### src/rtl/pmw_pkg.sv
package pmw_pkg;
  typedef enum logic [1:0] {
    ST_IDLE = 2'd0,
    ST_RD   = 2'd1,
    ST_CAP  = 2'd2,
    ST_WR   = 2'd3
  } pmw_state_e;

  localparam int unsigned OP_WRITE_BIT = 1;
  localparam int unsigned OP_STEP_BIT  = 0;
endpackage

### src/rtl/pmw_addr_reg.sv
module pmw_addr_reg #(
  parameter int unsigned NB = 3,
  localparam int unsigned AW = 8 * NB
) (
  input  logic          clk,
  input  logic          rst_n,
  input  logic [NB-1:0] byte_we,
  input  logic [7:0]    wdata,
  input  logic          step,
  output logic [AW-1:0] addr
);
  logic [AW-1:0] addr_q;
  logic [AW-1:0] stepped;
  logic [AW-1:0] addr_d;

  assign stepped = addr_q + AW'(2);

  for (genvar i = 0; i < NB; i++) begin : g_byte
    always_comb begin
      if (step) addr_d[8*i +: 8] = stepped[8*i +: 8];
      else if (byte_we[i]) addr_d[8*i +: 8] = wdata;
      else addr_d[8*i +: 8] = addr_q[8*i +: 8];
    end

    always_ff @(posedge clk or negedge rst_n) begin
      if (!rst_n) addr_q[8*i +: 8] <= 8'h00;
      else if (step || byte_we[i]) addr_q[8*i +: 8] <= addr_d[8*i +: 8];
    end
  end

  assign addr = addr_q;

  // a step advances the full address by two, wrapping at the top
  p_step_by_two_r6: assert property (@(posedge clk) disable iff (!rst_n)
    step |=> addr_q == AW'($past(addr_q) + AW'(2)));
endmodule

### src/rtl/pmw_data_reg.sv
module pmw_data_reg (
  input  logic        clk,
  input  logic        rst_n,
  input  logic        load,
  input  logic [15:0] rdata,
  input  logic [1:0]  byte_we,
  input  logic [7:0]  wdata,
  output logic [7:0]  hi,
  output logic [7:0]  lo
);
  logic [7:0] hi_q, lo_q, hi_d, lo_d;

  always_comb begin
    hi_d = hi_q;
    lo_d = lo_q;
    if (load) begin
      hi_d = rdata[15:8];
      lo_d = rdata[7:0];
    end else begin
      if (byte_we[1]) hi_d = wdata;
      if (byte_we[0]) lo_d = wdata;
    end
  end

  always_ff @(posedge clk or negedge rst_n) begin
    if (!rst_n) begin
      hi_q <= 8'h00;
      lo_q <= 8'h00;
    end else if (load || (|byte_we)) begin
      hi_q <= hi_d;
      lo_q <= lo_d;
    end
  end

  assign hi = hi_q;
  assign lo = lo_q;

  // data bytes only change on a load or a direct byte write
  p_data_hold_r8: assert property (@(posedge clk) disable iff (!rst_n)
    (!load && byte_we == 2'b00) |=> $stable({hi_q, lo_q}));
endmodule

### src/rtl/pmw_ctrl.sv
module pmw_ctrl
  import pmw_pkg::*;
(
  input  logic       clk,
  input  logic       rst_n,
  input  logic       start,
  input  logic [1:0] op,
  input  logic       misaligned,
  output logic       idle,
  output logic       mem_re,
  output logic       mem_we,
  output logic       load,
  output logic       step,
  output logic       done,
  output logic       err
);
  pmw_state_e state_q, state_d;
  logic       step_q, step_d;
  logic       done_q, done_d;
  logic       err_q, err_d;

  always_comb begin
    state_d = state_q;
    step_d  = step_q;
    done_d  = 1'b0;
    err_d   = 1'b0;
    load    = 1'b0;
    step    = 1'b0;
    unique case (state_q)
      ST_IDLE: begin
        if (start) begin
          if (misaligned) begin
            err_d = 1'b1;
          end else begin
            step_d  = op[OP_STEP_BIT];
            state_d = op[OP_WRITE_BIT] ? ST_WR : ST_RD;
          end
        end
      end
      ST_RD: state_d = ST_CAP;
      ST_CAP: begin
        load    = 1'b1;
        step    = step_q;
        done_d  = 1'b1;
        state_d = ST_IDLE;
      end
      ST_WR: begin
        step    = step_q;
        done_d  = 1'b1;
        state_d = ST_IDLE;
      end
      default: state_d = ST_IDLE;
    endcase
  end

  always_ff @(posedge clk or negedge rst_n) begin
    if (!rst_n) begin
      state_q <= ST_IDLE;
      step_q  <= 1'b0;
      done_q  <= 1'b0;
      err_q   <= 1'b0;
    end else begin
      state_q <= state_d;
      step_q  <= step_d;
      done_q  <= done_d;
      err_q   <= err_d;
    end
  end

  assign idle   = (state_q == ST_IDLE);
  assign mem_re = (state_q == ST_RD);
  assign mem_we = (state_q == ST_WR);
  assign done   = done_q;
  assign err    = err_q;

  // a misaligned request leaves the unit idle and never completes
  p_misalign_no_access_r7: assert property (@(posedge clk) disable iff (!rst_n)
    (start && idle && misaligned) |=> (idle && !done && err));
  // a write cycle is followed by completion
  p_write_completes_r4: assert property (@(posedge clk) disable iff (!rst_n)
    mem_we |=> done);
  // a read request completes two edges later
  p_read_completes_r3: assert property (@(posedge clk) disable iff (!rst_n)
    mem_re |=> ##1 done);
  // at most one of the outward events at a time
  p_events_exclusive_r9: assert property (@(posedge clk) disable iff (!rst_n)
    $onehot0({done, err, mem_we, mem_re}));
endmodule

### src/rtl/pmem_word_xfer.sv
module pmem_word_xfer
  import pmw_pkg::*;
#(
  parameter int unsigned ADDR_BYTES = 3,
  localparam int unsigned AW = 8 * ADDR_BYTES,
  localparam int unsigned WAW = AW - 1,
  localparam int unsigned SEL_LO = ADDR_BYTES,
  localparam int unsigned SEL_HI = ADDR_BYTES + 1
) (
  input  logic           clk,
  input  logic           rst_n,
  input  logic           op_start,
  input  logic [1:0]     op_code,
  input  logic           reg_we,
  input  logic [2:0]     reg_sel,
  input  logic [7:0]     reg_wdata,
  output logic [AW-1:0]  addr_o,
  output logic [7:0]     data_hi_o,
  output logic [7:0]     data_lo_o,
  output logic           op_done,
  output logic           align_err,
  output logic [WAW-1:0] mem_addr,
  output logic           mem_re,
  output logic           mem_we,
  output logic [15:0]    mem_wdata,
  input  logic [15:0]    mem_rdata
);
  logic [1:0]            rst_sync_q;
  logic                  rst_int_n;
  logic                  idle, load, step, reg_ok;
  logic [ADDR_BYTES-1:0] addr_bwe;
  logic [1:0]            data_bwe;

  always_ff @(posedge clk or negedge rst_n) begin
    if (!rst_n) rst_sync_q <= 2'b00;
    else rst_sync_q <= {rst_sync_q[0], 1'b1};
  end
  assign rst_int_n = rst_sync_q[1];

  assign reg_ok = reg_we && idle && !op_start;

  for (genvar i = 0; i < ADDR_BYTES; i++) begin : g_abwe
    assign addr_bwe[i] = reg_ok && (reg_sel == 3'(i));
  end
  assign data_bwe[0] = reg_ok && (reg_sel == 3'(SEL_LO));
  assign data_bwe[1] = reg_ok && (reg_sel == 3'(SEL_HI));

  pmw_ctrl i_ctrl (
    .clk        (clk),
    .rst_n      (rst_int_n),
    .start      (op_start),
    .op         (op_code),
    .misaligned (addr_o[0]),
    .idle       (idle),
    .mem_re     (mem_re),
    .mem_we     (mem_we),
    .load       (load),
    .step       (step),
    .done       (op_done),
    .err        (align_err)
  );

  pmw_addr_reg #(.NB(ADDR_BYTES)) i_addr (
    .clk     (clk),
    .rst_n   (rst_int_n),
    .byte_we (addr_bwe),
    .wdata   (reg_wdata),
    .step    (step),
    .addr    (addr_o)
  );

  pmw_data_reg i_data (
    .clk     (clk),
    .rst_n   (rst_int_n),
    .load    (load),
    .rdata   (mem_rdata),
    .byte_we (data_bwe),
    .wdata   (reg_wdata),
    .hi      (data_hi_o),
    .lo      (data_lo_o)
  );

  assign mem_addr  = addr_o[AW-1:1];
  assign mem_wdata = {data_hi_o, data_lo_o};

  // register writes are refused while an operation runs
  p_no_reg_write_busy_r8: assert property (@(posedge clk) disable iff (!rst_int_n)
    (!idle && !load && !step) |=> $stable({addr_o, data_hi_o, data_lo_o}));
endmodule

### config.mk
export PLATFORM = sky130hd
export DESIGN_NAME = pmem_word_xfer
export DESIGN_NICKNAME = d
export VERILOG_FILES = /design/src/rtl/pmw_pkg.sv /design/src/rtl/pmw_addr_reg.sv /design/src/rtl/pmw_data_reg.sv /design/src/rtl/pmw_ctrl.sv /design/src/rtl/pmem_word_xfer.sv
export SDC_FILE = /design/constraint.sdc
export NUM_CORES = 1
export LEC_CHECK = 0
export BUFFER_PORTS_ARGS = -buffer_cell sky130_fd_sc_hd__buf_4
export CORE_UTILIZATION = 48
export DETAILED_ROUTE_END_ITERATION = 16
export PLACE_DENSITY = 0.8
export REMOVE_ABC_BUFFERS = 1
export SYNTH_ARGS = -nofsm -noshare
export SYNTH_HDL_FRONTEND = slang
export SYNTH_SLANG_ARGS = --single-unit
### constraint.sdc
create_clock -name clk -period 3.9 [get_ports clk]
set_input_delay 0.585 -clock clk [delete_from_list [all_inputs] [get_ports clk]]
set_output_delay 0.585 -clock clk [all_outputs]
set_load 0.03 [all_outputs]
==> metrics.txt, run 1 <==
final setup TNS 0 ps; ys async rst share 100%; Placed Area 3410 sq um; flop2flop setup slack 1510 ps; Critical Path RT 4100 ps; area added between synthesis and finish 23.9%; cell family with most CP delay simple AND/OR/NAND/NOR gates; crit path buf inv count 0; Slew Limit Fails 0; endpoint type of the worst setup path register; largest cells by area after synthesis dfrtp_1 (42%), buf_4 (11%), mux2_2 (6.8%); Post-DRT Antenna Nets 0; Root Buffer clkbuf_8; Arr. time, crit path 2590 ps; die footprint 6190 sq um; max incr delay on CP 880 ps; final WL 7170 um; CTS tree built; final hold vios 0; critical path launch point type register; Port-buffer cells 115; max-cap check violation count 0; Syn Area/Cell 9.63 sq um; final worst slack 1510 ps; cts repair resizes 0; critical path type register to register; Hold/Removal Path Class primary input to asynchronous set/reset pin; Mapped Area 2820 sq um; Hold WS 51.5 ps; # IOs 116; Synth warnings 0; CTS sink count 47; postcts setup bufs 0; Seq/Total Area, Yosys 41.7%; drt first pass iters 5; Slowest cell on crit path nor4_2; Crit Path Max Fanout 13; Max Freq 419 MHz; Peak VDD IR 0.629 mV; total grt overflow 0; chip height 78.7 um; Worst Tran Pin Value 978 ps; largest net degree at the start of global routing 46; outcome finished clean; Slew headroom 34.8%; latest clock arrival within the worst-skew pair 290 ps; non-filler cells, final 435; post-synthesis compound-gate area fraction 12.3%; Placer Congestion 0.938; Unique masters post-synth 44; cell taking the most area after synthesis dfrtp_1; pre-CTS setup slack 1580 ps; core region area 5570 sq um; placed cell count 427; total track usage 24.1%; period utilization 61.2%; CTS hold repair buffers 0; simple-gate share of the synthesized area 21.5%; clock-pin slew on the worst setup and hold paths 90 ps; drt first-iter violations 195; Rows 27; commonest cells in the netlist dfrtp_1 (47), buf_4 (40), nor2_1 (23), nand2_1 (20), mux2_2 (17); Synth Area in XOR/XNOR 0.621%; PD cells 1010 nW/um^2; DRC Markers 0; Synth Instances 293; final instance area 3500 sq um; share of cells above drive strength 1 40.5%; vias in the first global route 2392; post-synth top area share 41.7%; Final Skew 6.84 ps; initial antenna violation count 0; leakage 0.00157 uW; Synth Flop Type dfrtp_1; Num CTS Buffers 5; global-route wire length before repair 11600 um; clock tree buffer depth 2; drt via density 5.86; multiplexer area fraction after synthesis 9.62%; H-tree Lvls 2; # nets final 396; most frequent cell after synthesis dfrtp_1; Post-synth EDFFs 0; flops & latches, synth 47; Period minus WS final 2390 ps; post-synthesis adder-cell area fraction 0.443%; Setup Viol. Count Final 0; main combinational cell family by area after synthesis simple AND/OR/NAND/NOR gates; Starting Density 50.6%; critical-path cell list nand2_1, nor4_2, a311oi_1, a211oi_1; RSZ-0062 raised after global routing no; Die X 78.7 um; per-cell routed wire length 16.5 um; n_diodes 0; Post-DP HPWL 5270 um; via count 2550
-- per-layer routing --
metal | share of wire (%) | up-vias | track usage [%]
met4 | 2.0 | 0 | 8.89
met5 | 0 | - | 0
li1 | - | 1176 | -
met1 | 42 | 1232 | 32.8
met2 | 48 | 128 | 37.9
met3 | 8.2 | 14 | 4.42
-- kinds of logic after synthesis --
group / after synthesis
AND/OR/NAND/NOR: 112
buffers and inverters: 58
AO/OA/AOI/OAI: 47
flip-flops: 47
multiplexers: 25
XOR/XNOR: 2
adder cells (fa/ha/maj): 1
other: 1
-- cells in the final DEF (no fill, tap or decap), types with 2 or more instances in the layout --
| master | count |
|---|---|
| a211oi_1 | 10 |
| a21oi_1 | 12 |
| a311o_1 | 2 |
| a311oi_1 | 5 |
| and2_1 | 3 |
| and3_1 | 5 |
| and4_1 | 5 |
| buf_4 | 116 |
| clkbuf_8 | 5 |
| dfrtp_1 | 46 |
| inv_1 | 4 |
| mux2_2 | 17 |
| mux2i_1 | 8 |
| nand2_1 | 20 |
| nand2b_1 | 2 |
| nand3_1 | 13 |
| nand4_1 | 10 |
| nor2_1 | 23 |
| nor3_1 | 12 |
| nor4_1 | 5 |
| nor4b_1 | 2 |
| o211ai_1 | 3 |
| o21ai_0 | 3 |
| o22ai_1 | 5 |
| o311ai_0 | 2 |
| or3_1 | 3 |
| or4_1 | 3 |
-- per-stage QoR --
step / util [%] / total power (uW)
after floorplan: - / 2360
final: 62.7 / 3520
after global placement: 61.2 / 3190
after CTS: 62.7 / 3520
after global routing: 62.7 / 3720
after detailed placement: 61.2 / 3230
-- where the power goes --
part           switching, uW  leakage, uW  internal (uW)
clock network            164    0.0000412            126
registers                337     0.000540            712
logic                   1350     0.000984            829
-- final timing paths --
check / from / end / depth (start not counted)
max: i_ctrl.state_q[1] / i_addr.addr[22] / 4
min reg2reg: rst_sync_q[0] / rst_sync_q[1] / 0
min in group clk: rst_sync_q[0] / rst_sync_q[1] / 0
max reg2reg: i_ctrl.state_q[1] / i_addr.addr[22] / 4
max in group asynchronous: rst_sync_q[1] / i_addr.addr[21] / 0
min: rst_n / rst_sync_q[1] / 1
-- state kept, by name, summed over array words and instances, names as in the netlist --
register	flops
i_addr.addr	24
i_ctrl.done	1
i_ctrl.err	1
i_ctrl.state_q	2
i_ctrl.step_q	1
i_data.hi	8
i_data.lo	8
rst_sync_q	2
-- cell type report --
cell class	instances	area [sq um]
Fill cell	485	2080
Multi-Input combinational cell	188	1260
Sequential cell	47	1180
Timing Repair Buffer	116	871
Tap cell	72	90.1
Clock buffer	6	72.6
Inverter	4	15.0
Clock inverter	2	12.5
Note: power is estimated with default switching activity, not from simulation.
==> run 2, diff against run 1 <==
- clock period: 3.9 -> 2.4 ns (I/O delays scaled with it)
==> metrics.txt, run 2 (synthesis results as in run 1) <==
Final Skew 6.08 ps (was 6.84 ps); RR Endpoint i_addr.addr[1] (was i_addr.addr[22]); Reg area 1180 sq um (unchanged); Combinational Power Share 62.3% (was 61.9%); H-tree Lvls 2 (unchanged); core region area 5570 sq um (unchanged); Fillers 466 (was 485); Arr. time, crit path 2290 ps (was 2590 ps); area added between synthesis and finish 27.1% (was 23.9%); RSZ-0062 raised after global routing no (unchanged); sequential share of power 28.8% (was 29.8%); chip height 78.7 um (unchanged); critical path type register to register (unchanged); Clk pwr share 8.9% (was 8.2%); met2 WL 3410 um (was 3460 um); vias in the first global route 2298 (was 2392); Peak VDD IR 0.889 mV (was 0.629 mV); clock tree buffer depth 2 (unchanged); CTS tree built (unchanged); met3 WL 644 um (was 586 um); max-cap check violation count 0 (unchanged); total track usage 23.9% (was 24.1%); critical path launch point type register (unchanged); postcts setup bufs 0 (unchanged); total grt overflow 0 (unchanged); WL met1 3030 um (was 2980 um); final WL 7200 um (was 7170 um); Root Buffer clkbuf_8 (unchanged); share of cells above drive strength 1 41.9% (was 40.5%); endpoint type of the worst setup path register (unchanged); Critical Path RT 2580 ps (was 4100 ps); via count 2549 (was 2550); # nets final 405 (was 396); per-cell routed wire length 16.2 um (was 16.5 um); DRC Markers 0 (unchanged); Placed Area 3470 sq um (was 3410 sq um); cts repair resizes 0 (unchanged); Hold/Removal Path Class primary input to register (was primary input to asynchronous set/reset pin); Crit Path Max Fanout 8 (was 13); drt first pass iters 4 (was 5); Post-DP HPWL 5260 um (was 5270 um); PD cells 1620 nW/um^2 (was 1010 nW/um^2); Slowest cell on crit path or4b_4 (was nor4_2); # IOs 116 (unchanged); Worst Tran Pin Value 666 ps (was 978 ps); final hold vios 0 (unchanged); drt first-iter violations 235 (was 195); Max Freq 474 MHz (was 419 MHz); drt via density 5.74 (was 5.86); Slew headroom 55.6% (was 34.8%); Crit Reg-Reg Startpoint i_ctrl.state_q[0] (was i_ctrl.state_q[1]); Starting Density 50.6% (unchanged); period utilization 87.8% (was 61.2%); WHS Endpoint i_ctrl.step_q; switching share of power 51.7% (was 52.6%); final instance area 3590 sq um (was 3500 sq um); Setup Viol. Count Final 0 (unchanged); latest clock arrival within the worst-skew pair 290 ps (about the same); Max Used Layer met4 (unchanged); max incr delay on CP 610 ps (was 880 ps); Period minus WS final 2110 ps (was 2390 ps); leakage 0.00162 uW (was 0.00157 uW); CTS sink count 47 (unchanged); clock-pin slew on the worst setup and hold paths 80 ps (was 90 ps); global-route wire length before repair 11400 um (was 11600 um); die footprint 6190 sq um (unchanged); most frequent cells in the layout buf_4 (124), dfrtp_1 (46), nor2_1 (23) (was buf_4 (116), dfrtp_1 (46), nor2_1 (23)); NetSw 3010 uW (was 1850 uW); internal power 2810 uW (was 1670 uW); most common cell after layout, fill and taps aside buf_4 (unchanged); Num CTS Buffers 5 (unchanged); flop2flop setup slack 290 ps (was 1510 ps); Die X 78.7 um (unchanged); Slew Limit Fails 0 (unchanged); n_diodes 0 (unchanged); outcome finished clean (unchanged); Port-buffer cells 115 (unchanged); critical-path cell list or4b_4, or4_4, and3_1, a311o_1 (was nand2_1, nor4_2, a311oi_1, a211oi_1); HP Start op_code[0]; Rows 27 (unchanged); hold path depth 2; Placer Congestion 0.953 (was 0.938); reg2reg path depth 4 (unchanged); Largest register FFs 24 (unchanged); final setup TNS 0 ps (unchanged); initial antenna violation count 0 (unchanged); largest net degree at the start of global routing 46 (unchanged); Post-DRT Antenna Nets 0 (unchanged); Multi-input gate area 1260 sq um (unchanged)
==> run 2: cell types whose count changed in the layout (fill, tap and decap cells not counted), sizes merged <==
cell         before  now
clkinv            1    0
buf             116  124
dlygate4sd3       0    1
clkbuf            6    7
==> run 2: through the flow <==
stage          util, %  cells  hold WS, ps  total power [uW]  worst slack, ps
6_report          64.3    444          301              5820              292
5_1_grt           64.3    444          298              6150              213
4_1_cts           64.3    444          299              5840              302
3_5_place_dp      62.3    435          143              5300              305
3_3_place_gp      62.3    435          143              5230              325
2_1_floorplan        -    239         64.4              3830              138
==> run 2: how the worst max path moves through the flow <==
stage | from | cells after the start | endpoint
2_1_floorplan | i_ctrl.state_q[1] | 4 | i_addr.addr[5]
3_3_place_gp | op_start | 5 | i_addr.addr[1]
3_5_place_dp | op_start | 5 | i_addr.addr[1]
4_1_cts | i_ctrl.state_q[0] | 4 | i_addr.addr[1]
5_1_grt | i_ctrl.state_q[0] | 4 | i_addr.addr[1]
6_report | i_ctrl.state_q[0] | 4 | i_addr.addr[1]
==> run 2: critical path, delay by kind of cell, from the launching register on <==
family	cells	cell delay, ps
compound gates	1	270
flops	1	450
simple gates	3	1280
==> run 2: cell type report <==
cell class	count	share of cell area, %
clock inverters	1	0.209
flip-flops and latches	47	32.8
repair buffers	125	26.2
inverters	4	0.419
multi-input cells	188	35.1
well taps	72	2.51
clock buffers	7	2.69
==> run 2: per-layer routing <==
metal | GRT usage [%] | vias to the layer above
li1 | - | 1199
met1 | 34.2 | 1193
met2 | 36.8 | 142
met3 | 3.60 | 15
met4 | 8.33 | 0
met5 | 0 | -
==> run 2: repair_timing <==
action,in CTS,in global routing
hold buffers,1,0
endpoints found under the hold margin,2,0
endpoints found under the setup margin,0,0
==> run 2: power by group through the flow <==
stage / registers, uW / logic, uW / clock network, uW
after floorplan: 2950 / 881 / 0
after global placement: 1650 / 3580 / 0
after detailed placement: 1670 / 3630 / 0
after CTS: 1670 / 3640 / 533
after global routing: 1740 / 3840 / 568
final: 1680 / 3620 / 519
==> run 3, diff against run 2 <==
- CAP_MARGIN: default -> 20
- PLACE_DENSITY: 0.8 -> 0.79
- SYNTH_HIERARCHICAL: default -> 1
==> metrics.txt, run 3 <==
outcome finished clean (unchanged); area added between synthesis and finish 24.8% (was 27.1%); commonest cells in the netlist dfrtp_1 (47), buf_4 (41), nand2_1 (30), nor2_1 (26), mux2i_1 (19) (was dfrtp_1 (47), buf_4 (40), nor2_1 (23), nand2_1 (20), mux2_2 (17)); n_diodes 0 (unchanged); Synth Flop Type dfrtp_1 (unchanged); CTS sink count 47 (unchanged); max incr delay on CP 470 ps (was 610 ps); most common cell after layout, fill and taps aside buf_4 (unchanged); reg2reg path depth 6 (was 4); final setup TNS 0 ps (unchanged); Max Freq 478 MHz (was 474 MHz); endpoint type of the worst setup path register (unchanged); pre-CTS setup slack 327 ps (was 305 ps); crit path buf inv count 0 (unchanged); most frequent cells in the layout buf_4 (123), dfrtp_1 (46), nand2_1 (30) (was buf_4 (124), dfrtp_1 (46), nor2_1 (23)); Placer Congestion 0.837 (was 0.953); most frequent cell after synthesis dfrtp_1 (unchanged); Syn Area/Cell 9.44 sq um (was 9.63 sq um); per-cell routed wire length 15.6 um (was 16.2 um); latest clock arrival within the worst-skew pair 300 ps (was 290 ps); Rows 28 (was 27); Final Core Density 62.1% (was 64.3%); Root Buffer clkbuf_8 (unchanged); Final Skew 8.33 ps (was 6.08 ps); clock-pin slew on the worst setup and hold paths 90 ps (was 80 ps); final worst slack 308 ps (was 292 ps); Critical Path RT 2610 ps (was 2580 ps); switching share of power 52.8% (was 51.7%); drt first-iter violations 130 (was 235); Synth warnings 6 (was 0); via count 2604 (was 2549); Mapped Area 2930 sq um (was 2820 sq um); critical-path cell list nor2_1, nand4bb_4, nor3b_2, nor2b_1, a311oi_1, a211oi_1 (was or4b_4, or4_4, and3_1, a311o_1); DRC Markers 0 (unchanged); Peak VDD IR 0.770 mV (was 0.889 mV); # nets final 421 (was 405); global-route wire length before repair 11700 um (was 11400 um); Post-DP HPWL 5400 um (was 5260 um); Hold/Removal Path Class register to asynchronous set/reset pin (was primary input to register); post-synth top area share 40.2% (was 41.7%); Setup Viol. Count Final 0 (unchanged); flop2flop setup slack 310 ps (was 290 ps); internal power 2680 uW (was 2810 uW); PD cells 1550 nW/um^2 (was 1620 nW/um^2); ys async rst share 100% (unchanged); RR Endpoint i_addr/addr[15] (was i_addr.addr[1]); leakage 0.00163 uW (was 0.00162 uW); Largest register FFs 24 (unchanged); max-cap check violation count 0 (unchanged); Slew Limit Fails 0 (unchanged); flops & latches, synth 47 (unchanged); Unique masters post-synth 50 (was 44); cell family with most CP delay simple AND/OR/NAND/NOR gates (unchanged); period utilization 87.2% (was 87.8%); chip height 80.1 um (was 78.7 um); H-tree Lvls 2 (unchanged); share of cells above drive strength 1 37.4% (was 41.9%); core region area 5890 sq um (was 5570 sq um); Arr. time, crit path 2300 ps (was 2290 ps); Combinational Power Share 62.1% (was 62.3%); # IOs 116 (unchanged); CTS tree built (unchanged); Crit Reg-Reg Startpoint i_ctrl/state_q[1] (was i_ctrl.state_q[0]); Slowest cell on crit path dfrtp_1 (was or4b_4); vias in the first global route 2394 (was 2298); Starting Density 49.7% (was 50.6%); largest cells by area after synthesis dfrtp_1 (40%), buf_4 (11%), mux2i_1 (6.5%) (was dfrtp_1 (42%), buf_4 (11%), mux2_2 (6.8%)); Post-DRT Antenna Nets 0 (unchanged); drt via density 5.62 (was 5.74); total track usage 24.2% (was 23.9%); final hold vios 0 (unchanged); clock tree buffer depth 2 (unchanged); critical path launch point type register (unchanged); Fillers 508 (was 466); Synth Instances 310 (was 293); largest net degree at the start of global routing 33 (was 46); initial antenna violation count 0 (unchanged); sequential share of power 29.7% (was 28.8%); Hold WS 179 ps (was 301 ps); cell taking the most area after synthesis dfrtp_1 (unchanged); final WL 7250 um (was 7200 um); total grt overflow 0 (unchanged); Crit. path cell count 6 (was 4); Clk pwr share 8.2% (was 8.9%); Num CTS Buffers 5 (unchanged); Port-buffer cells 115 (unchanged); Crit Path Max Fanout 8 (unchanged); postcts setup bufs 0 (unchanged); NetSw 3000 uW (was 3010 uW); Seq/Total Area, Yosys 40.2% (was 41.7%); Die X 80.1 um (was 78.7 um); Period minus WS final 2090 ps (was 2110 ps); Post-synth EDFFs 0 (unchanged); critical path type register to register (unchanged); die footprint 6420 sq um (was 6190 sq um); drt first pass iters 5 (was 4); RSZ-0062 raised after global routing no (unchanged)
run 3: power groups by stage:
stage	Combinational, uW	Clock [uW]	Sequential [uW]
3_5_place_dp	3530	0	1700
6_report	3520	463	1690
4_1_cts	3540	481	1680
2_1_floorplan	935	0	2880
3_3_place_gp	3480	0	1660
5_1_grt	3750	518	1770
run 3: kinds of logic (layout without fill, tap and decap cells):
group / count (synthesis) / after routing / share of synthesized area [%]
and+or+nand+nor: 117 / 117 / 23.7
AOI/OAI and AO/OA: 62 / 62 / 14.0
buffers and inverters: 60 / 138 / 14.0
DFF: 47 / 47 / 40.2
muxes: 22 / 22 / 7.65
adders and majority gates: 1 / 1 / 0.427
other: 1 / 1 / 0.128
run 3: worst max-delay path by stage:
stage,start,endpoint,slack (ps)
3_5_place_dp,i_ctrl/state_q[1],i_addr/addr[15],330
4_1_cts,i_ctrl/state_q[1],i_addr/addr[15],290
3_3_place_gp,i_ctrl/state_q[1],i_addr/addr[15],410
5_1_grt,i_ctrl/state_q[1],i_addr/addr[8],110
2_1_floorplan,i_ctrl/state_q[1],i_data/hi[1],240
6_report,i_ctrl/state_q[1],i_addr/addr[15],310
run 3: metal layers:
metal	routed length (um)	share of wire, %	global-route usage [%]	vias up
met2	3530	49	40.0	131
met5	0	0	0	-
met1	2990	41	31.1	1230
met3	548	7.6	3.98	15
met4	180	2.5	10.4	0
li1	-	-	-	1228
run 3: worst register-to-register path, cell delays in order (launching register included):
cell	delay, ps
dfrtp_1	470
nor2_1	310
nand4bb_4	170
nor3b_2	270
nor2b_1	460
a311oi_1	100
a211oi_1	230
run 3: what timing repair did:
action,CTS,global route
hold endpoints to repair,2,0
gates resized for setup,0,0
hold buffers,1,0
run 3: final cells by class:
| type | instances | area, sq um | share of cell area [%] |
|---|---|---|---|
| well taps | 75 | 93.8 | 2.57 |
| multi-input cells | 203 | 1350 | 36.8 |
| inverters | 6 | 22.5 | 0.616 |
| flip-flops and latches | 47 | 1180 | 32.2 |
| repair buffers | 124 | 933 | 25.5 |
| clock inverters | 1 | 5.00 | 0.137 |
| clock buffers | 7 | 76.3 | 2.09 |
run 3: per-stage QoR:
stage	total power, uW	instances	area, sq um
3_5_place_dp	5230	454	3560
3_3_place_gp	5140	454	3560
5_1_grt	6040	463	3650
2_1_floorplan	3820	256	2540
6_report	5670	463	3650
4_1_cts	5700	463	3650
